===== config.mk =====
export PLATFORM = sky130hd
export DESIGN_NAME = wake_power_seq
export DESIGN_NICKNAME = d
export VERILOG_FILES = /design/src/rtl/wpc_pkg.sv /design/src/rtl/wpc_sync.sv /design/src/rtl/wpc_kick_detect.sv /design/src/rtl/wpc_tick_timer.sv /design/src/rtl/wake_power_seq.sv
export SDC_FILE = /design/constraint.sdc
export NUM_CORES = 1
export LEC_CHECK = 0
export BUFFER_PORTS_ARGS = -buffer_cell sky130_fd_sc_hd__buf_2
export CORE_ASPECT_RATIO = 0.8
export CORE_MARGIN = 2
export CORE_UTILIZATION = 41
export CTS_CLUSTER_SIZE = 16
export DETAILED_ROUTE_END_ITERATION = 10
export SYNTH_ARGS = -nofsm -noshare
export SYNTH_HDL_FRONTEND = slang
export SYNTH_SLANG_ARGS = --single-unit

===== constraint.sdc =====
create_clock -name clk -period 3.8 [get_ports clk]
set_input_delay 0.19 -clock clk [delete_from_list [all_inputs] [get_ports clk]]
set_output_delay 0.19 -clock clk [all_outputs]
set_load 0.02 [all_outputs]

===== src/rtl/wpc_pkg.sv =====
package wpc_pkg;

    typedef enum logic [1:0] {
        ST_OFF     = 2'd0,
        ST_ATTEMPT = 2'd1,
        ST_ON      = 2'd2
    } seq_state_t;

    localparam int CTL_WAKE_EN = 0;
    localparam int CTL_KICK_EN = 1;
    localparam int CTL_PWR_OFF = 2;
    localparam int CTL_W       = 3;

    localparam int FLG_WAKE = 0;
    localparam int FLG_KICK = 1;
    localparam int FLG_W    = 2;

endpackage


===== src/rtl/wpc_sync.sv =====
module wpc_sync #(
    parameter int   STAGES  = 2,
    parameter logic RST_VAL = 1'b1
) (
    input  logic clk,
    input  logic rst_n,
    input  logic d_i,
    output logic q_o
);
    logic [STAGES-1:0] pipe_q;

    for (genvar g = 0; g < STAGES; g++) begin : g_stage
        if (g == 0) begin : g_first
            always_ff @(posedge clk or negedge rst_n) begin
                if (!rst_n) pipe_q[g] <= RST_VAL;
                else        pipe_q[g] <= d_i;
            end
        end else begin : g_next
            always_ff @(posedge clk or negedge rst_n) begin
                if (!rst_n) pipe_q[g] <= RST_VAL;
                else        pipe_q[g] <= pipe_q[g-1];
            end
        end
    end

    assign q_o = pipe_q[STAGES-1];
endmodule


===== src/rtl/wpc_kick_detect.sv =====
module wpc_kick_detect #(
    parameter int MIN_TICKS   = 8,
    parameter int SYNC_STAGES = 2
) (
    input  logic clk,
    input  logic rst_n,
    input  logic tick_i,
    input  logic kick_n_i,
    output logic fire_o
);
    localparam int CW = $clog2(MIN_TICKS + 1);
    localparam logic [CW-1:0] LAST = CW'(MIN_TICKS - 1);

    logic          line_s;
    logic          armed_q;
    logic [CW-1:0] width_q;

    wpc_sync #(.STAGES(SYNC_STAGES), .RST_VAL(1'b1)) u_sync (
        .clk   (clk),
        .rst_n (rst_n),
        .d_i   (kick_n_i),
        .q_o   (line_s)
    );

    assign fire_o = armed_q && !line_s && tick_i && (width_q == LAST);

    always_ff @(posedge clk or negedge rst_n) begin
        if (!rst_n) begin
            armed_q <= 1'b0;
            width_q <= '0;
        end else if (line_s) begin
            armed_q <= 1'b1;
            width_q <= '0;
        end else if (fire_o) begin
            armed_q <= 1'b0;
            width_q <= '0;
        end else if (armed_q && tick_i) begin
            width_q <= width_q + 1'b1;
        end
    end


    single_fire_chk: assert property (@(posedge clk) disable iff (!rst_n)
        fire_o |=> !fire_o);
endmodule


===== src/rtl/wpc_tick_timer.sv =====
module wpc_tick_timer #(
    parameter int LIMIT = 2048
) (
    input  logic clk,
    input  logic rst_n,
    input  logic run_i,
    input  logic tick_i,
    output logic hit_o
);
    localparam int CW = $clog2(LIMIT + 1);
    localparam logic [CW-1:0] LAST = CW'(LIMIT - 1);

    logic [CW-1:0] cnt_q;

    assign hit_o = run_i && tick_i && (cnt_q == LAST);

    always_ff @(posedge clk or negedge rst_n) begin
        if (!rst_n)                 cnt_q <= '0;
        else if (!run_i || hit_o)   cnt_q <= '0;
        else if (tick_i)            cnt_q <= cnt_q + 1'b1;
    end
endmodule


===== src/rtl/wake_power_seq.sv =====
module wake_power_seq
    import wpc_pkg::*;
#(
    parameter int MIN_KS_TICKS  = 8,
    parameter int TIMEOUT_TICKS = 2048,
    parameter int SYNC_STAGES   = 2
) (
    input  logic             clk,
    input  logic             rst_n,
    input  logic             tick_i,
    input  logic             kick_n_i,
    input  logic             alarm_match_i,
    input  logic             supply_ok_i,
    input  logic             other_irq_i,
    input  logic             ctl_wr_i,
    input  logic [CTL_W-1:0] ctl_wdata_i,
    input  logic             flag_wr_i,
    input  logic [FLG_W-1:0] flag_wdata_i,
    output logic             pwr_oe_o,
    output logic             pwr_lvl_o,
    output logic             irq_oe_o,
    output logic [FLG_W-1:0] flags_o
);
    seq_state_t st_q, st_d;
    logic       wake_en_q, kick_en_q, pwr_off_q;
    logic       wake_flag_q, kick_flag_q;
    logic       ks_fire, kick_go, wake_go, start_req, tmo_hit, power_good;

    wpc_kick_detect #(.MIN_TICKS(MIN_KS_TICKS), .SYNC_STAGES(SYNC_STAGES)) u_kick (
        .clk      (clk),
        .rst_n    (rst_n),
        .tick_i   (tick_i),
        .kick_n_i (kick_n_i),
        .fire_o   (ks_fire)
    );

    wpc_tick_timer #(.LIMIT(TIMEOUT_TICKS)) u_timer (
        .clk    (clk),
        .rst_n  (rst_n),
        .run_i  (st_q == ST_ATTEMPT),
        .tick_i (tick_i),
        .hit_o  (tmo_hit)
    );

    assign kick_go    = ks_fire && kick_en_q;
    assign wake_go    = alarm_match_i && wake_en_q;
    assign start_req  = kick_go || wake_go;
    assign power_good = (st_q == ST_ATTEMPT) && supply_ok_i;

    // next-state logic: START, GOOD, EXPIRE, SHUTDOWN
    always_comb begin
        st_d = st_q;
        unique case (st_q)
            ST_OFF:     if (start_req) st_d = ST_ATTEMPT;
            ST_ATTEMPT: begin
                if (supply_ok_i)  st_d = ST_ON;
                else if (tmo_hit) st_d = ST_OFF;
            end
            ST_ON:      if (pwr_off_q) st_d = ST_OFF;
            default:    st_d = ST_OFF;
        endcase
    end

    always_ff @(posedge clk or negedge rst_n) begin
        if (!rst_n) st_q <= ST_OFF;
        else        st_q <= st_d;
    end

    // control bits: software load, hardware clear of power-off on GOOD
    always_ff @(posedge clk or negedge rst_n) begin
        if (!rst_n) begin
            wake_en_q <= 1'b0;
            kick_en_q <= 1'b0;
            pwr_off_q <= 1'b0;
        end else if (ctl_wr_i) begin
            wake_en_q <= ctl_wdata_i[CTL_WAKE_EN];
            kick_en_q <= ctl_wdata_i[CTL_KICK_EN];
            pwr_off_q <= ctl_wdata_i[CTL_PWR_OFF];
        end else if (power_good) begin
            pwr_off_q <= 1'b0;
        end
    end

    // flags: set wins over a software clear
    always_ff @(posedge clk or negedge rst_n) begin
        if (!rst_n) begin
            wake_flag_q <= 1'b0;
            kick_flag_q <= 1'b0;
        end else begin
            if (alarm_match_i)                            wake_flag_q <= 1'b1;
            else if (flag_wr_i && !flag_wdata_i[FLG_WAKE]) wake_flag_q <= 1'b0;
            if (kick_go)                                  kick_flag_q <= 1'b1;
            else if (flag_wr_i && !flag_wdata_i[FLG_KICK]) kick_flag_q <= 1'b0;
        end
    end

    // outputs
    always_comb begin
        pwr_lvl_o = 1'b0;
        flags_o   = '0;
        flags_o[FLG_WAKE] = wake_flag_q;
        flags_o[FLG_KICK] = kick_flag_q;
        pwr_oe_o  = (st_q == ST_ATTEMPT) || ((st_q == ST_ON) && !pwr_off_q);
        irq_oe_o  = (st_q == ST_ON) &&
                    ((wake_flag_q && wake_en_q) || (kick_flag_q && kick_en_q) || other_irq_i);
    end


    expire_release_chk: assert property (@(posedge clk) disable iff (!rst_n)
        (st_q == ST_ATTEMPT && tmo_hit && !supply_ok_i) |=> (!pwr_oe_o && !irq_oe_o));


    flags_kept_chk: assert property (@(posedge clk) disable iff (!rst_n)
        (st_q == ST_ATTEMPT && tmo_hit && !supply_ok_i && !flag_wr_i)
            |=> ((flags_o & $past(flags_o)) == $past(flags_o)));


    good_clears_off_chk: assert property (@(posedge clk) disable iff (!rst_n)
        (power_good && !ctl_wr_i) |=> (st_q == ST_ON && pwr_oe_o));


    shutdown_chk: assert property (@(posedge clk) disable iff (!rst_n)
        (st_q == ST_ON && pwr_off_q && !ctl_wr_i) |=> (st_q == ST_OFF && !pwr_oe_o));


    irq_only_on_chk: assert property (@(posedge clk) disable iff (!rst_n)
        $rose(irq_oe_o) |-> $past(st_q == ST_ON || st_q == ST_ATTEMPT));
endmodule


==> summary.md <==
| Metric | Value |
|---|---|
| Worst slew margin | 0.4303 |
| RSZ-0062 raised after global routing | no |
| Global router's overall resource usage | 0.1523 |
| Filler Cell Count | ~270 |
| Flops & latches, synth | 26 |
| Sequential area share after synthesis | 0.5184 |
| Synth Area in Compound Gates | 0.09434 |
| Final Cycle Share | 0.4770 |
| Startpoint Class | flop |
| Area contributors post-synth | dfrtp_1, dfstp_2, nand2_1 |
| CP endpoint | st_q[0] |
| Buffers plus inverters on the worst setup path | 0 |
| Hold Path Class | in -> reg |
| Total Wirelength | approximately 2.3 mm |
| Largest area contributor in the netlist | dfrtp_1 |
| H-tree depth | 1 |
| Critical path class | reg -> reg |
| Worst R2R Path Depth | 5 |
| Die Area | about 0.0035 mm² |
| Die width | between 60 and 70 µm |
| Pins Over Slew Limit | 0 |
| Final ANT Viol Nets | 0 |
| Top Ports | 19 |
| Vias in the first global route | 840 |
| Hold Buf Count CTS | 1 |
| First-pass DRT Iterations | 4 |
| Post-cts sizing count | 0 |
| Multi-input gate area | between 500 and 600 µm² |
| Largest family of logic cells by synthesized area | simple AND/OR/NAND/NOR gates |
| Pin count of the biggest net entering global routing | 27 |
| Inserted Clock Buffers | 3 |
| Final Hold Vio Count | 0 |
| WHS | 0.1106 ns |
| Reg area | 653.1 µm² |
| Min cycle time layout | around 1.8 ns |
| Clk_skew | ~0.0018 ns |
| Delay-heaviest family, CP | simple AND/OR/NAND/NOR gates |
| Critical-path cell list | ha_1 > nand3_1 > or4_4 > o21bai_4 > o32ai_2 |
| CTS max path bufs | 2 |
| Post-synth EDFFs | 0 |
| N_diodes | 0 |
| Xor and xnor area share after synthesis | 0.06951 |
| Max cap viols | 0 |
| IO buf count | 17 |
| Pleak | roughly 0.63 nW |
| CP Max Fanout | 10 |
| CP peak stage delay | 0.49 ns |
| Setup TNS | 0 ns |
| Vias per Instance | 5.123 |
| Adder-cell area share of the yosys netlist | 0.01986 |
| Synth warn | 0 |
| First-pass GRT wire length | between 3 and 4 mm |
| RePlAce Congestion | approximately 0.85 |
| CP Data Arrival Time | 1.96 ns |
| Flop2flop setup slack | about 2.0 ns |
| CTS tree | yes |
| Core area | 0.002850 mm² |
| Worst r2r dst | st_q[0] |
| Critical Path Source | u_timer.cnt_q[0] |
| Drt first-iter violations | 54 |
| Syn nets | 138 |
| Post-synth top flop | dfrtp_1 |
| Cell area after synthesis | roughly 0.0013 mm² |
| Maximum clock rate | approximately 550 MHz |
| Chip height | around 54 µm |
| Synth Area in Simple Gates | 0.2463 |
| Post-synth cell types | 36 |
| P&R area growth vs syn | 15.59% |
| CTS Sinks | 26 |
| Root Driver | clkbuf_8 |
| Share of the synthesized area in the top cell type | 0.4767 |
| Final Setup Violations | 0 |
| Critical Path Stages | 5 |
| Starting Density | 0.4421 |
| Final core utilization | 0.5110 |
| Worst vdd ir | between 0.0002 and 0.00025 V |
| DR DRC count | 0 |
| Total gr overflow | 0 |
| Required time worst endpoint | 3.95 ns |
| Post-synthesis cell count | about 120 |
| FFs w/ async S/R, synth | 1.000 |
| Worst skew pair latency | 0.27 ns |
| Power per cell area | 443.5 mW/mm² |
| DR vias | around 920 |
| Reg-to-reg startpoint | u_timer.cnt_q[0] |
| Initial antenna violation count | 0 |
| Outcome | complete, no violations |
| Rows | 17 |
| Slowest cell on crit path | or4_4 |
| Final net count | about 160 |
| Worst-path clk slew | approximately 0.090 ns |
| Post-synthesis mux area share | 0.01787 |
| WL/cell | 12.87 µm |
| Design Power | between 0.0006 and 0.0007 W |
| Crit end category | flop |
| Worst-Margin Slew | between 0.8 and 0.9 ns |
| DP Wirelength | ~1.7 mm |
| Ratio of cells with drive above 1 in the final layout | 0.2199 |
| Mean Syn Cell Area | about 10 µm² |
| Setup Buffers After CTS | 0 |
[stage by stage]
step	setup WS, ns	cell area, µm²	std cells
finish	1.987	1456	179
detailed placement	2.002	1365	173
global route	1.895	1456	179
global placement	2.091	1365	173
CTS	1.996	1446	178
floorplan	2.212	1260	122
[cells in the mapped netlist (2+ instances only)]
cell,count
dfrtp_1,24
nand2_1,14
nor2_1,13
nand3_1,7
a21oi_1,6
o21ai_0,6
xnor2_1,6
xor2_1,4
buf_4,3
inv_1,3
nand3b_1,3
nor3_1,3
nor3b_1,3
dfstp_2,2
ha_1,2
mux2_2,2
nand2b_1,2
[layout make-up]
type / instances / area share
multi-input cells: 89 / 0.3900
inverters: 3 / 0.007732
clock inverters: 1 / 0.02062
well taps: 38 / 0.03265
repair buffers: 19 / 0.07216
clock buffers: 3 / 0.02835
flip-flops and latches: 26 / 0.4485
[sequential cells by signal, indices dropped and copies added (netlist names)]
signal                flops
pwr_off_q                 1
wake_flag_q               1
u_kick.armed_q            1
u_kick.width_q            4
u_kick.u_sync.pipe_q      1
u_kick.u_sync.q_o         1
kick_flag_q               1
st_q                      2
wake_en_q                 1
kick_en_q                 1
u_timer.cnt_q            12
[placed cells by master, fill, tap and decap left out, types with 2 or more instances in the layout]
cell type,count
nand2b_1,2
dlygate4sd3_1,2
mux2_2,2
xnor2_1,6
clkbuf_8,3
nand2_1,14
dfrtp_1,24
buf_2,17
dfstp_2,2
inv_1,3
nor3_1,3
nor2_1,13
a21oi_1,6
o21ai_0,6
nand3b_1,3
ha_1,2
nand3_1,7
xor2_1,4
nor3b_1,3
[routing by layer]
metal  track usage  part of all wire  vias to the layer above
met4       0.06122             0.017                        0
met2        0.2290              0.42                       17
met3       0.04393             0.039                        5
met1        0.2093              0.53                      435
met5             0                 0                        -
li1              -                 -                      460
[where the power goes]
part / switching, W / total (W) / internal, W
logic: 0.0000601 / 0.000104 / 0.0000437
registers: 0.0000196 / 0.000314 / 0.000294
clock network: 0.0000876 / 0.000229 / 0.000141
[cells by family after synthesis]
family,after synthesis
buf+inv,7
mux,2
other cells,1
compound gates,17
flops,26
simple gates,57
fa+ha+maj,2
xor+xnor,10
[worst reg2reg max path, stage by stage (launching register included)]
cell and delay, ns:
dfrtp_1 0.41, ha_1 0.20, nand3_1 0.18, or4_4 0.49, o21bai_4 0.28, o32ai_2 0.13
[worst min path at each step]
stage | from | endpoint | slack [ns] | depth (start not counted)
detailed placement | rst_n | u_kick.width_q[0] | 0.22 | 1
floorplan | rst_n | kick_en_q | -0.11 | 0
CTS | kick_n_i | u_kick.u_sync.pipe_q[0] | 0.002 | 1
global placement | rst_n | u_kick.width_q[0] | 0.23 | 1
global route | supply_ok_i | st_q[0] | 0.10 | 2
finish | supply_ok_i | st_q[0] | 0.11 | 2
Note: power is estimated with default switching activity, not from simulation.
